### src/rtl/uwb_mod_pkg.sv
package uwb_mod_pkg;

   typedef enum logic [2:0] {
      PH_IDLE = 3'd0,
      PH_HDR  = 3'd1,
      PH_DLM  = 3'd2,
      PH_WAIT = 3'd3,
      PH_SYM  = 3'd4
   } phase_t;

   function automatic int max_of(input int a, input int b);
      return (a > b) ? a : b;
   endfunction

   function automatic int width_for(input int n);
      return (n < 2) ? 1 : $clog2(n);
   endfunction

endpackage

### src/rtl/uwb_pn_lfsr.sv
module uwb_pn_lfsr #(
   parameter int               W    = 15,
   parameter logic [W-1:0]     TAPS = 15'h6000
) (
   input  logic         clk,
   input  logic         rst_n,
   input  logic         load,
   input  logic [W-1:0] seed,
   input  logic         step,
   output logic         out_bit
);

   logic [W-1:0] st;
   logic [W-1:0] tapped;
   logic         fb;

   for (genvar gi = 0; gi < W; gi++) begin : g_tap
      if (TAPS[gi]) begin : g_on
         assign tapped[gi] = st[gi];
      end else begin : g_off
         assign tapped[gi] = 1'b0;
      end
   end

   assign fb      = ^tapped;
   assign out_bit = st[W-1];

   always_ff @(posedge clk or negedge rst_n) begin
      if (!rst_n) begin
         st <= W'(1);
      end else if (load) begin
         st <= (seed == '0) ? W'(1) : seed;
      end else if (step) begin
         st <= {st[W-2:0], fb};
      end
   end

endmodule

### src/rtl/uwb_code_lookup.sv
module uwb_code_lookup #(
   parameter int                  CODE_LEN = 31,
   parameter logic [CODE_LEN-1:0] CODE_NZ  = '1,
   parameter logic [CODE_LEN-1:0] CODE_NEG = '0,
   parameter int                  DLM_LEN  = 8,
   parameter logic [DLM_LEN-1:0]  DLM_NZ   = '1,
   parameter logic [DLM_LEN-1:0]  DLM_NEG  = '0,
   localparam int                 CODE_W   = uwb_mod_pkg::width_for(CODE_LEN),
   localparam int                 DLM_W    = uwb_mod_pkg::width_for(DLM_LEN)
) (
   input  logic [CODE_W-1:0] elem,
   input  logic [DLM_W-1:0]  dlm_idx,
   input  logic              in_dlm,
   output logic              nz,
   output logic              neg
);

   logic e_nz, e_neg, d_nz, d_neg;

   always_comb begin
      e_nz  = CODE_NZ[elem];
      e_neg = CODE_NEG[elem];
      d_nz  = in_dlm ? DLM_NZ[dlm_idx]  : 1'b1;
      d_neg = in_dlm ? DLM_NEG[dlm_idx] : 1'b0;
      nz    = e_nz & d_nz;
      neg   = nz & (e_neg ^ d_neg);
   end

endmodule

### src/rtl/uwb_frame_seq.sv
module uwb_frame_seq
   import uwb_mod_pkg::*;
#(
   parameter int  SPREAD    = 16,
   parameter int  CODE_LEN  = 31,
   parameter int  DLM_LEN   = 8,
   parameter int  HDR_LEN0  = 16,
   parameter int  HDR_LEN1  = 64,
   parameter int  HDR_LEN2  = 1024,
   parameter int  HDR_LEN3  = 4096,
   parameter int  SYM_SLOTS = 512,
   parameter int  BYTE_W    = 8,
   localparam int SPREAD_W  = width_for(SPREAD),
   localparam int CODE_W    = width_for(CODE_LEN),
   localparam int HDR_MAX   = max_of(max_of(HDR_LEN0, HDR_LEN1), max_of(HDR_LEN2, HDR_LEN3)),
   localparam int CNT_W     = width_for(max_of(HDR_MAX, DLM_LEN)),
   localparam int SYM_W     = width_for(SYM_SLOTS),
   localparam int SPB       = BYTE_W / 2,
   localparam int SPB_W     = width_for(SPB)
) (
   input  logic                clk,
   input  logic                rst_n,
   input  logic                start,
   input  logic [1:0]          hdr_sel,
   input  logic [BYTE_W-1:0]   in_data,
   input  logic                in_valid,
   input  logic                in_last,
   output logic                in_ready,
   output phase_t              phase,
   output logic [SPREAD_W-1:0] slot,
   output logic [CODE_W-1:0]   elem,
   output logic [CNT_W-1:0]    per_cnt,
   output logic [SYM_W-1:0]    sym_slot,
   output logic                pos_bit,
   output logic                sgn_bit
);

   localparam logic [SPREAD_W-1:0] SLOT_LAST = SPREAD_W'(SPREAD - 1);
   localparam logic [CODE_W-1:0]   ELEM_LAST = CODE_W'(CODE_LEN - 1);
   localparam logic [CNT_W-1:0]    DLM_LAST  = CNT_W'(DLM_LEN - 1);
   localparam logic [SYM_W-1:0]    SYM_LAST  = SYM_W'(SYM_SLOTS - 1);
   localparam logic [SPB_W-1:0]    SPB_LAST  = SPB_W'(SPB - 1);

   logic [CNT_W-1:0]  hdr_last;
   logic [CNT_W-1:0]  hdr_last_sel;
   logic [BYTE_W-1:0] shreg;
   logic              cur_last;
   logic [SPB_W-1:0]  sym_idx;
   logic              period_end;
   logic              dlm_end;
   logic              sym_end;

   always_comb begin
      case (hdr_sel)
         2'd0:    hdr_last_sel = CNT_W'(HDR_LEN0 - 1);
         2'd1:    hdr_last_sel = CNT_W'(HDR_LEN1 - 1);
         2'd2:    hdr_last_sel = CNT_W'(HDR_LEN2 - 1);
         default: hdr_last_sel = CNT_W'(HDR_LEN3 - 1);
      endcase
   end

   assign period_end = (slot == SLOT_LAST) && (elem == ELEM_LAST);
   assign dlm_end    = (phase == PH_DLM) && period_end && (per_cnt == DLM_LAST);
   assign sym_end    = (phase == PH_SYM) && (sym_slot == SYM_LAST) && (sym_idx == SPB_LAST);
   assign in_ready   = dlm_end || (phase == PH_WAIT) || (sym_end && !cur_last);
   assign pos_bit    = shreg[0];
   assign sgn_bit    = shreg[1];

   always_ff @(posedge clk or negedge rst_n) begin
      if (!rst_n) begin
         phase    <= PH_IDLE;
         slot     <= '0;
         elem     <= '0;
         per_cnt  <= '0;
         hdr_last <= '0;
         sym_slot <= '0;
         sym_idx  <= '0;
         shreg    <= '0;
         cur_last <= 1'b0;
      end else begin
         case (phase)
            PH_IDLE: begin
               if (start) begin
                  phase    <= PH_HDR;
                  slot     <= '0;
                  elem     <= '0;
                  per_cnt  <= '0;
                  hdr_last <= hdr_last_sel;
               end
            end
            PH_HDR, PH_DLM: begin
               if (slot == SLOT_LAST) begin
                  slot <= '0;
                  if (elem == ELEM_LAST) begin
                     elem <= '0;
                     if (phase == PH_HDR && per_cnt == hdr_last) begin
                        per_cnt <= '0;
                        phase   <= PH_DLM;
                     end else begin
                        per_cnt <= per_cnt + 1'b1;
                     end
                  end else begin
                     elem <= elem + 1'b1;
                  end
               end else begin
                  slot <= slot + 1'b1;
               end
            end
            PH_SYM: begin
               if (sym_slot == SYM_LAST) begin
                  sym_slot <= '0;
                  shreg    <= shreg >> 2;
                  if (sym_idx == SPB_LAST) begin
                     sym_idx <= '0;
                     if (cur_last) phase <= PH_IDLE;
                  end else begin
                     sym_idx <= sym_idx + 1'b1;
                  end
               end else begin
                  sym_slot <= sym_slot + 1'b1;
               end
            end
            default: ;
         endcase

         // byte fetch overrides the plain counting above
         if (in_ready) begin
            if (in_valid) begin
               phase    <= PH_SYM;
               shreg    <= in_data;
               cur_last <= in_last;
               sym_slot <= '0;
               sym_idx  <= '0;
            end else begin
               phase <= PH_WAIT;
            end
         end
      end
   end

endmodule

### src/rtl/uwb_burst_modulator.sv
module uwb_burst_modulator
   import uwb_mod_pkg::*;
#(
   parameter int                  SPREAD    = 16,
   parameter int                  CODE_LEN  = 31,
   parameter logic [CODE_LEN-1:0] CODE_NZ   = 31'h2AF31D6B,
   parameter logic [CODE_LEN-1:0] CODE_NEG  = 31'h2AF31D6B & 31'h12345678,
   parameter int                  DLM_LEN   = 8,
   parameter logic [DLM_LEN-1:0]  DLM_NZ    = 8'b1001_1010,
   parameter logic [DLM_LEN-1:0]  DLM_NEG   = 8'b1000_1000,
   parameter int                  HDR_LEN0  = 16,
   parameter int                  HDR_LEN1  = 64,
   parameter int                  HDR_LEN2  = 1024,
   parameter int                  HDR_LEN3  = 4096,
   parameter int                  SYM_SLOTS = 512,
   parameter int                  BURST_LEN = 16,
   parameter int                  PN_W      = 15,
   parameter logic [PN_W-1:0]     PN_TAPS   = 15'h6000,
   parameter int                  BYTE_W    = 8
) (
   input  logic              clk,
   input  logic              rst_n,
   input  logic              start,
   input  logic [1:0]        pre_sel,
   input  logic [PN_W-1:0]   seed,
   input  logic [BYTE_W-1:0] in_data,
   input  logic              in_valid,
   input  logic              in_last,
   output logic              in_ready,
   output logic              pulse_en,
   output logic              pulse_pol,
   output logic              busy
);

   localparam int SPREAD_W = width_for(SPREAD);
   localparam int CODE_W   = width_for(CODE_LEN);
   localparam int DLM_W    = width_for(DLM_LEN);
   localparam int HDR_MAX  = max_of(max_of(HDR_LEN0, HDR_LEN1), max_of(HDR_LEN2, HDR_LEN3));
   localparam int CNT_W    = width_for(max_of(HDR_MAX, DLM_LEN));
   localparam int SYM_W    = width_for(SYM_SLOTS);
   localparam logic [SYM_W-1:0] HALF  = SYM_W'(SYM_SLOTS / 2);
   localparam logic [SYM_W-1:0] BURST = SYM_W'(BURST_LEN);

   if (SPREAD < 2) begin : g_bad_spread
      $error("SPREAD must be at least 2");
   end
   if ((SYM_SLOTS % 2) != 0 || BURST_LEN < 1 || BURST_LEN > SYM_SLOTS / 2) begin : g_bad_sym
      $error("burst must fit inside half a symbol");
   end
   if ((BYTE_W % 2) != 0 || BYTE_W < 4) begin : g_bad_byte
      $error("BYTE_W must be even and at least 4");
   end
   if ((CODE_NEG & ~CODE_NZ) != '0 || (DLM_NEG & ~DLM_NZ) != '0) begin : g_bad_code
      $error("negative marks must sit on nonzero entries");
   end
   if (PN_W < 2 || PN_TAPS[PN_W-1] == 1'b0) begin : g_bad_pn
      $error("scrambler needs its top tap");
   end

   phase_t              phase;
   logic [SPREAD_W-1:0] slot;
   logic [CODE_W-1:0]   elem;
   logic [CNT_W-1:0]    per_cnt;
   logic [SYM_W-1:0]    sym_slot;
   logic                pos_bit, sgn_bit;
   logic                code_nz, code_neg;
   logic                pn_bit;
   logic                in_code, code_pulse, in_burst;
   logic [SYM_W-1:0]    base, off;

   uwb_frame_seq #(
      .SPREAD(SPREAD), .CODE_LEN(CODE_LEN), .DLM_LEN(DLM_LEN),
      .HDR_LEN0(HDR_LEN0), .HDR_LEN1(HDR_LEN1), .HDR_LEN2(HDR_LEN2), .HDR_LEN3(HDR_LEN3),
      .SYM_SLOTS(SYM_SLOTS), .BYTE_W(BYTE_W)
   ) u_seq (
      .clk(clk), .rst_n(rst_n), .start(start), .hdr_sel(pre_sel),
      .in_data(in_data), .in_valid(in_valid), .in_last(in_last), .in_ready(in_ready),
      .phase(phase), .slot(slot), .elem(elem), .per_cnt(per_cnt),
      .sym_slot(sym_slot), .pos_bit(pos_bit), .sgn_bit(sgn_bit)
   );

   uwb_code_lookup #(
      .CODE_LEN(CODE_LEN), .CODE_NZ(CODE_NZ), .CODE_NEG(CODE_NEG),
      .DLM_LEN(DLM_LEN), .DLM_NZ(DLM_NZ), .DLM_NEG(DLM_NEG)
   ) u_code (
      .elem(elem), .dlm_idx(per_cnt[DLM_W-1:0]), .in_dlm(phase == PH_DLM),
      .nz(code_nz), .neg(code_neg)
   );

   uwb_pn_lfsr #(.W(PN_W), .TAPS(PN_TAPS)) u_pn (
      .clk(clk), .rst_n(rst_n), .load(phase == PH_IDLE && start), .seed(seed),
      .step(in_burst), .out_bit(pn_bit)
   );

   always_comb begin
      in_code    = (phase == PH_HDR) || (phase == PH_DLM);
      code_pulse = in_code && (slot == '0) && code_nz;
      base       = pos_bit ? HALF : '0;
      off        = sym_slot - base;
      in_burst   = (phase == PH_SYM) && (sym_slot >= base) && (off < BURST);
      pulse_en   = code_pulse || in_burst;
      pulse_pol  = code_pulse ? code_neg : (in_burst && (sgn_bit ^ pn_bit));
      busy       = (phase != PH_IDLE);
   end

endmodule

### config.mk
export PLATFORM = sky130hd
export DESIGN_NAME = uwb_burst_modulator
export DESIGN_NICKNAME = d
export VERILOG_FILES = /design/src/rtl/uwb_mod_pkg.sv /design/src/rtl/uwb_pn_lfsr.sv /design/src/rtl/uwb_code_lookup.sv /design/src/rtl/uwb_frame_seq.sv /design/src/rtl/uwb_burst_modulator.sv
export SDC_FILE = /design/constraint.sdc
export NUM_CORES = 1
export LEC_CHECK = 0
export BUFFER_PORTS_ARGS = -buffer_cell sky130_fd_sc_hd__buf_2
export CORE_MARGIN = 10
export CORE_UTILIZATION = 40
export CTS_BUF_LIST = sky130_fd_sc_hd__clkbuf_2 sky130_fd_sc_hd__clkbuf_4 sky130_fd_sc_hd__clkbuf_8
export DETAILED_ROUTE_END_ITERATION = 10
export MAX_ROUTING_LAYER = met4
export PLACE_DENSITY = 0.56
export SYNTH_ARGS = -nofsm -noshare
export SYNTH_HDL_FRONTEND = slang
export SYNTH_SLANG_ARGS = --single-unit
### constraint.sdc
create_clock -name clk -period 2.4 [get_ports clk]
set_input_delay 0.12 -clock clk [delete_from_list [all_inputs] [get_ports clk]]
set_output_delay 0.12 -clock clk [all_outputs]
set_load 0.02 [all_outputs]
==> results.yml, run 1 <==
status:
  status: "finished clean"
power_and_ir_drop:
  power_frac_seq_pct: 54.0
  totalPowerFinal_mw: 2.01
  p_per_area_mw_per_mm2: 454
  leakagePower_nw: 1.89
  swShare_pct: 24.1
  intPower_mw: 1.52
  p_sw_uw: 484
  vdd_ir_drop_max_mv: 0.270
  p_comb_share_pct: 4.1
  power_frac_clock_pct: 41.9
yosys:
  ys_ff_latch: 63
  synthArstFlopShare_pct: 100
  syn_nets: 450
  synthCells: 408
  synth_flop_cell: "dfrtp_1"
  synth_cell_types: 60
  syn-cell-area_mm2: 0.00366
  synth_edf_count: 0
  synth-seq-area-share_pct: 43.1
  yosysWarningCount: 0
  yosys.area.top_type_share_pct: 42.3
  synth_top_area_cell: "dfrtp_1"
  synth_area_leaders: "dfrtp_1 42%, nand2_1 6.6%, ha_1 4.1%, o21ai_0 3.6%, nor2_1 3.2%"
  avgSynthCellArea_um2: 8.98
timing:
  final_hold_viol_count: 0
  hold_ws_ns: 0.0109
  setup_ws_ns: 0.00947
  fin_crit_ns: 2.39
  achievable-frequency_mhz: 418
  slew_headroom_pct: 60.2
  finClkSkew_ns: 0.0104
  maxSlewViolCount: 0
  period_share_pct: 99.6
  tightestPinTransition_ns: 0.593
  finalSetupViolCount: 0
  rsz0062_at_grt: "true"
  setup_tns_ns: 0
routing:
  wire_per_inst_um: 15.5
  drc: 0
  ant_nets: 0
  drt_iter0_markers: 180
  via_per_inst: 5.47
  wl_um: 9020
  vias: 3197
  first_pass_iters: 4
clock_tree:
  cts_tree: "yes"
  clock-root-buffer: "clkbuf_8"
  clock_sinks: 63
  htree_levels: 3
  cts_buffers: 9
  path_clk_slew_ns: 0.08
  cts.path.max_buffers: 2
  clock_latency_ns: 0.35
floorplan:
  start_util_pct: 41.6
  io_pins: 34
  num_rows: 34
  fp.dieW_um: 116
  core_mm2: 0.00881
  die_area_mm2: 0.0134
  die_h_um: 116
min_path:
  holdPathEnd: "u_seq.hdr_last[9]"
  whs_path_depth: 3
  hp-start: "pre_sel[1]"
  hold_class: "in -> reg"
layout:
  instances_no_fill: 584
  fillers: 839
  antenna_cells: 0
  regArea_mm2: 0.00159
  drive_gt1_share_pct: 25.6
  nets: 513
  syn_to_final_growth_pct: 20.8
  fin_util_pct: 50.3
  layout_commonest_cell: "nand2_1"
  multi_input_area_mm2: 0.00195
  stdcell_area_mm2: 0.00443
  mostFrequentLayoutCells: "64 x nand2_1, 56 x dfrtp_1, 38 x buf_4"
worst_setup_path:
  crit_arrival_ns: 2.27
  rrSetupSlack_ns: 0.16
  critPathCaptureType: "output pin"
  critPathMaxFanout: 4
  required_ns: 2.28
  reg2reg_depth: 6
  cp-start-kind: "register"
  reg2reg_to: "u_seq.per_cnt[5]"
  reg2reg_from: "u_seq.elem[1]"
  path_class: "reg -> out"
grt:
  grt_usage_pct: 14.5
  antenna_found_initial: 0
  gr-total-overflow: 0
  grt_max_degree: 48
  grt_pass1_vias: 3186
  grt_pass1_wl_um: 15300
place:
  gp_congestion: 0.878
  place_area_mm2: 0.00402
  place_worst_setup_slack_ns: 0.200
  dp_hpwl_um: 6360
  io_buffers: 33
  placed_cells: 550
job:
  maxCapViolCount: 0
[Yosys cell counts (2+ instances only)]
| master | count |
|---|---|
| nand2_1 | 64 |
| dfrtp_1 | 62 |
| nor2_1 | 31 |
| o21ai_0 | 26 |
| nand3_1 | 23 |
| a31oi_1 | 17 |
| nor3_1 | 15 |
| inv_1 | 13 |
| nand4_1 | 13 |
| ha_1 | 12 |
| clkbuf_1 | 9 |
| mux2i_1 | 9 |
| a21oi_1 | 8 |
| xor2_1 | 8 |
| buf_2 | 7 |
| nor4_1 | 7 |
| and3_1 | 5 |
| o31ai_1 | 5 |
| and2_1 | 4 |
| o22ai_1 | 4 |
| xnor2_1 | 4 |
| and4_1 | 3 |
| buf_4 | 3 |
| buf_6 | 3 |
| nand2b_1 | 3 |
| o21ai_1 | 3 |
| o22ai_2 | 3 |
| o2bb2ai_1 | 3 |
| or2_2 | 3 |
| or3_1 | 3 |
| a22o_1 | 2 |
| a22oi_1 | 2 |
| o221ai_1 | 2 |
| or4_1 | 2 |
| or4b_1 | 2 |
[cell type report]
| class | instances | area share (%) |
|---|---|---|
| well taps | 108 | 3.05 |
| inverters | 13 | 1.16 |
| clock inverters | 5 | 0.763 |
| clock buffers | 11 | 3.28 |
| repair buffers | 76 | 11.8 |
| flip-flops and latches | 63 | 35.8 |
| multi-input cells | 308 | 44.1 |
[worst max-delay path by stage]
stage | to | start | cells past startpoint | slack, ns
6_report | pulse_pol | u_seq.elem[1] | 6 | 0.009
5_1_grt | pulse_pol | u_seq.elem[1] | 6 | -0.11
4_1_cts | pulse_pol | u_seq.shreg[0] | 5 | -0.04
3_5_place_dp | pulse_pol | u_seq.sym_slot[8] | 6 | 0.20
3_3_place_gp | pulse_pol | u_seq.sym_slot[8] | 6 | 0.20
2_1_floorplan | pulse_pol | u_seq.sym_slot[8] | 7 | 0.09
[power groups by stage]
stage	Combinational (mW)	Clock (mW)	Sequential, mW
finish	0.0822	0.842	1.08
detailed placement	0.0816	0	1.10
floorplan	0.0222	0	1.10
global route	0.0942	0.926	1.09
CTS	0.0854	0.871	1.08
global placement	0.0804	0	1.10
[critical path, stage by stage, from the launching register on]
cell and delay (ns):
dfrtp_2 0.46, ha_4 0.17, a32o_1 0.20, a211o_1 0.28, a2111o_1 0.48, o22ai_2 0.20
buf_6 0.14
[layer usage]
layer / wire, um / vias to the layer above / track usage [%]
met5: 0 / - / -
met4: 121 / 0 / 4.34
met3: 249 / 11 / 3.57
met2: 4440 / 37 / 23.8
met1: 4210 / 1543 / 17.4
li1: - / 1606 / -
[sequential cells by signal (all words and copies together), names as in the netlist]
register        count
u_seq.shreg         8
u_seq.phase         3
u_seq.cur_last      1
u_seq.sym_idx       2
u_seq.per_cnt      12
u_seq.hdr_last      4
u_seq.slot          4
u_seq.elem          5
u_seq.sym_slot      9
u_pn.st            15
[repair_timing]
item | 4_1_cts | 5_1_grt
hold buffers | 3 | 0
setup buffers | 5 | 9
setup endpoints to repair | 3 | 6
resized for setup | 11 | 16
endpoints found under the hold margin | 18 | 0
pin swaps | 3 | 6
gates cloned | 0 | 1
[kinds of logic after synthesis]
group,share of synthesized area (%)
flops,43.1
simple gates,25.5
buf+inv,5.26
xor+xnor,2.87
fa+ha+maj,4.10
mux,3.38
compound gates,15.8
Note: power is estimated with default switching activity, not from simulation.
==> inputs of run 2 (changes only) <==
--- a/config.mk
+++ b/config.mk
@@ -5,6 +5,7 @@
 export SDC_FILE = /design/constraint.sdc
 export NUM_CORES = 1
 export LEC_CHECK = 0
+export ABC_AREA = 0
 export BUFFER_PORTS_ARGS = -buffer_cell sky130_fd_sc_hd__buf_2
 export CORE_MARGIN = 10
 export CORE_UTILIZATION = 40
@@ -14,4 +15,5 @@
 export PLACE_DENSITY = 0.56
 export SYNTH_ARGS = -nofsm -noshare
 export SYNTH_HDL_FRONTEND = slang
+export SYNTH_HIERARCHICAL = 1
 export SYNTH_SLANG_ARGS = --single-unit
==> run 2 against run 1 <==
  * The run now ends with negative setup slack left
  * Non-clock buffer count shrank 6
  * Clock power grew 22%
  * Final cell count shrank 2.6%
  * Critical path depth grew 3
  * Power grew to 2.5 times the previous value
  * Global-route usage shrank 0.78 points
  * Register-to-register slack is essentially flat
  * Utilization shrank 1.4 points
  * Critical endpoint unchanged
  * Highest routed layer unchanged
==> results.yml, run 2 <==
status:
  status: "complete, but fails checks"
  violations: "negative setup slack"
routing:
  ant_nets: 0
  vias: 3097
  wire_per_inst_um: 14.9
  drt_iter0_markers: 152
  first_pass_iters: 4
  drc: 0
  wl_um: 8480
  via_per_inst: 5.44
clock_tree:
  clock_latency_ns: 0.34
  clock_sinks: 63
  cts_tree: "yes"
  path_clk_slew_ns: 0.07
  cts_buffers: 9
  cts.path.max_buffers: 2
  clock-root-buffer: "clkbuf_8"
  htree_levels: 3
power_and_ir_drop:
  leakagePower_nw: 1.92
  vdd_ir_drop_max_mv: 0.448
  p_per_area_mw_per_mm2: 1120
yosys:
  synth-seq-area-share_pct: 42.1
  yosys.area.top_type_share_pct: 41.4
  ys_ff_latch: 63
  synth_flop_cell: "dfrtp_1"
  synth_area_leaders: "dfrtp_1 41%, mux2i_1 6.7%, nand2_1 4.5%, ha_1 4.3%, o21ai_0 3.7%"
  yosysWarningCount: 6
  synth_compound_area_share_pct: 13.2
  syn-cell-area_mm2: 0.00375
  synthTopCellsByCount: "62 x dfrtp_1, 45 x nand2_1, 28 x o21ai_0, 26 x nor2_1, 25 x mux2i_1"
  synth-simple-area-share_pct: 23.7
  syn_nets: 436
  synthCells: 393
  avgSynthCellArea_um2: 9.53
  synthArstFlopShare_pct: 100
  synthAdderAreaFrac_pct: 4.34
  yosysMostFrequentCell: "dfrtp_1"
  synth_cell_types: 65
  synth-xor-area-share_pct: 3.74
  synth_top_area_cell: "dfrtp_1"
  muxShareOfSynthArea_pct: 7.98
  synth_top_family_by_area: "simple AND/OR/NAND/NOR gates"
  synth_edf_count: 0
layout:
  fin_util_pct: 48.9
  drive_gt1_share_pct: 25.1
  layout_commonest_cell: "dfrtp_1"
  biggestRegsByFlops: "u_pn/st (15), u_seq/per_cnt (12), u_seq/sym_slot (9)"
  instances_no_fill: 569
  nets: 497
  fillers: 888
  syn_to_final_growth_pct: 20.0
  regMostFlops: "u_pn/st"
  antenna_cells: 0
  mostFrequentLayoutCells: "61 x dfrtp_1, 45 x nand2_1, 34 x buf_4"
  largest_register_ffs: 15
timing:
  setup_ws_ns: -0.0341
  finClkSkew_ns: 0.00587
  final_hold_viol_count: 0
  period_share_pct: 101
  achievable-frequency_mhz: 411
  tightestPinTransition_ns: 0.808
  finalSetupViolCount: 1
  maxSlewViolCount: 0
  slew_headroom_pct: 46.2
  rsz0062_at_grt: "true"
  fin_crit_ns: 2.43
floorplan:
  die_h_um: 117
  die_area_mm2: 0.0136
  num_rows: 35
  fp.dieW_um: 117
  core_mm2: 0.00920
  io_pins: 34
  start_util_pct: 40.7
place:
  io_buffers: 33
  gp_congestion: 0.773
  dp_hpwl_um: 5940
  placed_cells: 543
grt:
  grt_usage_pct: 13.8
  gr-total-overflow: 0
  grt_pass1_wl_um: 14900
  grt_max_degree: 64
  antenna_found_initial: 0
  grt_pass1_vias: 3193
worst_setup_path:
  required_ns: 2.28
  critPathMaxFanout: 3
  cp-start-kind: "register"
  crit_arrival_ns: 2.31
  critPathCaptureType: "output pin"
  path_class: "reg -> out"
min_path:
  hold_class: "in -> reg"
job:
  maxCapViolCount: 0
## run 2: cell count changes after synthesis, moves of 5 or more
| cell | before | now |
|---|---|---|
| a31oi_1 | 17 | 1 |
| o21ai_1 | 3 | 9 |
| nor2b_1 | 0 | 6 |
| mux2i_1 | 9 | 25 |
| a22o_1 | 2 | 8 |
| nand4_1 | 13 | 7 |
| nor2_1 | 31 | 26 |
| nand2_1 | 64 | 45 |
| o31ai_1 | 5 | 0 |
## run 2: area by class of cell
type | instances | area [um^2] | area share (%)
clock inverter | 4 | 70.1 | 1.56
sequential | 63 | 1580 | 35.1
inverter | 11 | 41.3 | 0.918
multi-input combinational | 299 | 2030 | 45.3
clock buffer | 11 | 145 | 3.23
tap | 111 | 139 | 3.09
timing repair buffer | 70 | 487 | 10.8
## run 2: final timing paths
check / to / depth (start not counted) / slack [ns] / start
max in group asynchronous: u_seq/elem[3] / 3 / 1.35 / rst_n
worst min-delay path: u_seq/shreg[2] / 3 / 0.01 / in_data[2]
worst min register to register: u_seq/hdr_last[3] / 1 / 0.51 / u_seq/hdr_last[3]
worst max register to register: u_seq/phase[1] / 9 / 0.15 / u_seq/sym_slot[0]
min in group asynchronous: u_pn/st[11] / 3 / 0.50 / rst_n
worst max-delay path: pulse_pol / 9 / -0.03 / u_seq/elem[1]
## run 2: what timing repair did
item / CTS / global route
pin swaps: 5 / 2
hold endpoints to repair: 27 / 0
buffers inserted: 4 / 4
resized for setup: 8 / 5
setup endpoints to repair: 2 / 9
hold buffers: 3 / 0
## run 2: cell families (layout without fill, tap and decap cells)
family / Yosys count / in the layout
DFF: 63 / 63
adders and majority gates: 13 / 13
buffers and inverters: 31 / 96
xor gates and xnor gates: 16 / 16
and+or+nand+nor: 167 / 167
muxes: 28 / 28
AOI/OAI and AO/OA: 75 / 75
## run 2: per-stage QoR
stage | power, mW | cell area, um^2 | hold WS (ns) | setup TNS, ns | setup WS (ns)
finish | 5.04 | 4500 | 0.0113 | -0.0341 | -0.0341
global placement | 3.84 | 4140 | 0.350 | 0 | 0.112
detailed placement | 3.87 | 4140 | 0.355 | 0 | 0.0296
global route | 5.47 | 4500 | 0.0175 | -0.211 | -0.130
floorplan | 3.27 | 3750 | -0.176 | 0 | 0.146
CTS | 5.00 | 4450 | 0.00387 | -0.0768 | -0.0768
## run 2: worst max-delay path: stages, from the launching register on
cell,delay [ns]
dfrtp_1,0.34
inv_1,0.09
ha_4,0.28
mux2i_1,0.07
mux4_2,0.47
xnor2_1,0.16
nor3_2,0.19
inv_1,0.07
o22ai_2,0.16
buf_6,0.14
## run 2: where the power goes
part / total, mW / switching (mW) / leakage [nW] / internal, mW
Sequential: 1.77 / 0.327 / 0.800 / 1.44
Clock: 1.03 / 0.412 / 0.113 / 0.616
Combinational: 2.24 / 1.18 / 1.01 / 1.05
## run 2: per-layer routing
layer  GRT usage [%]  vias up  wire [um]
met5               -        -          0
met4            4.78        0         78
li1                -     1550          -
met2            21.0       56       3860
met3            3.11       10        394
met1            17.6     1481       4150
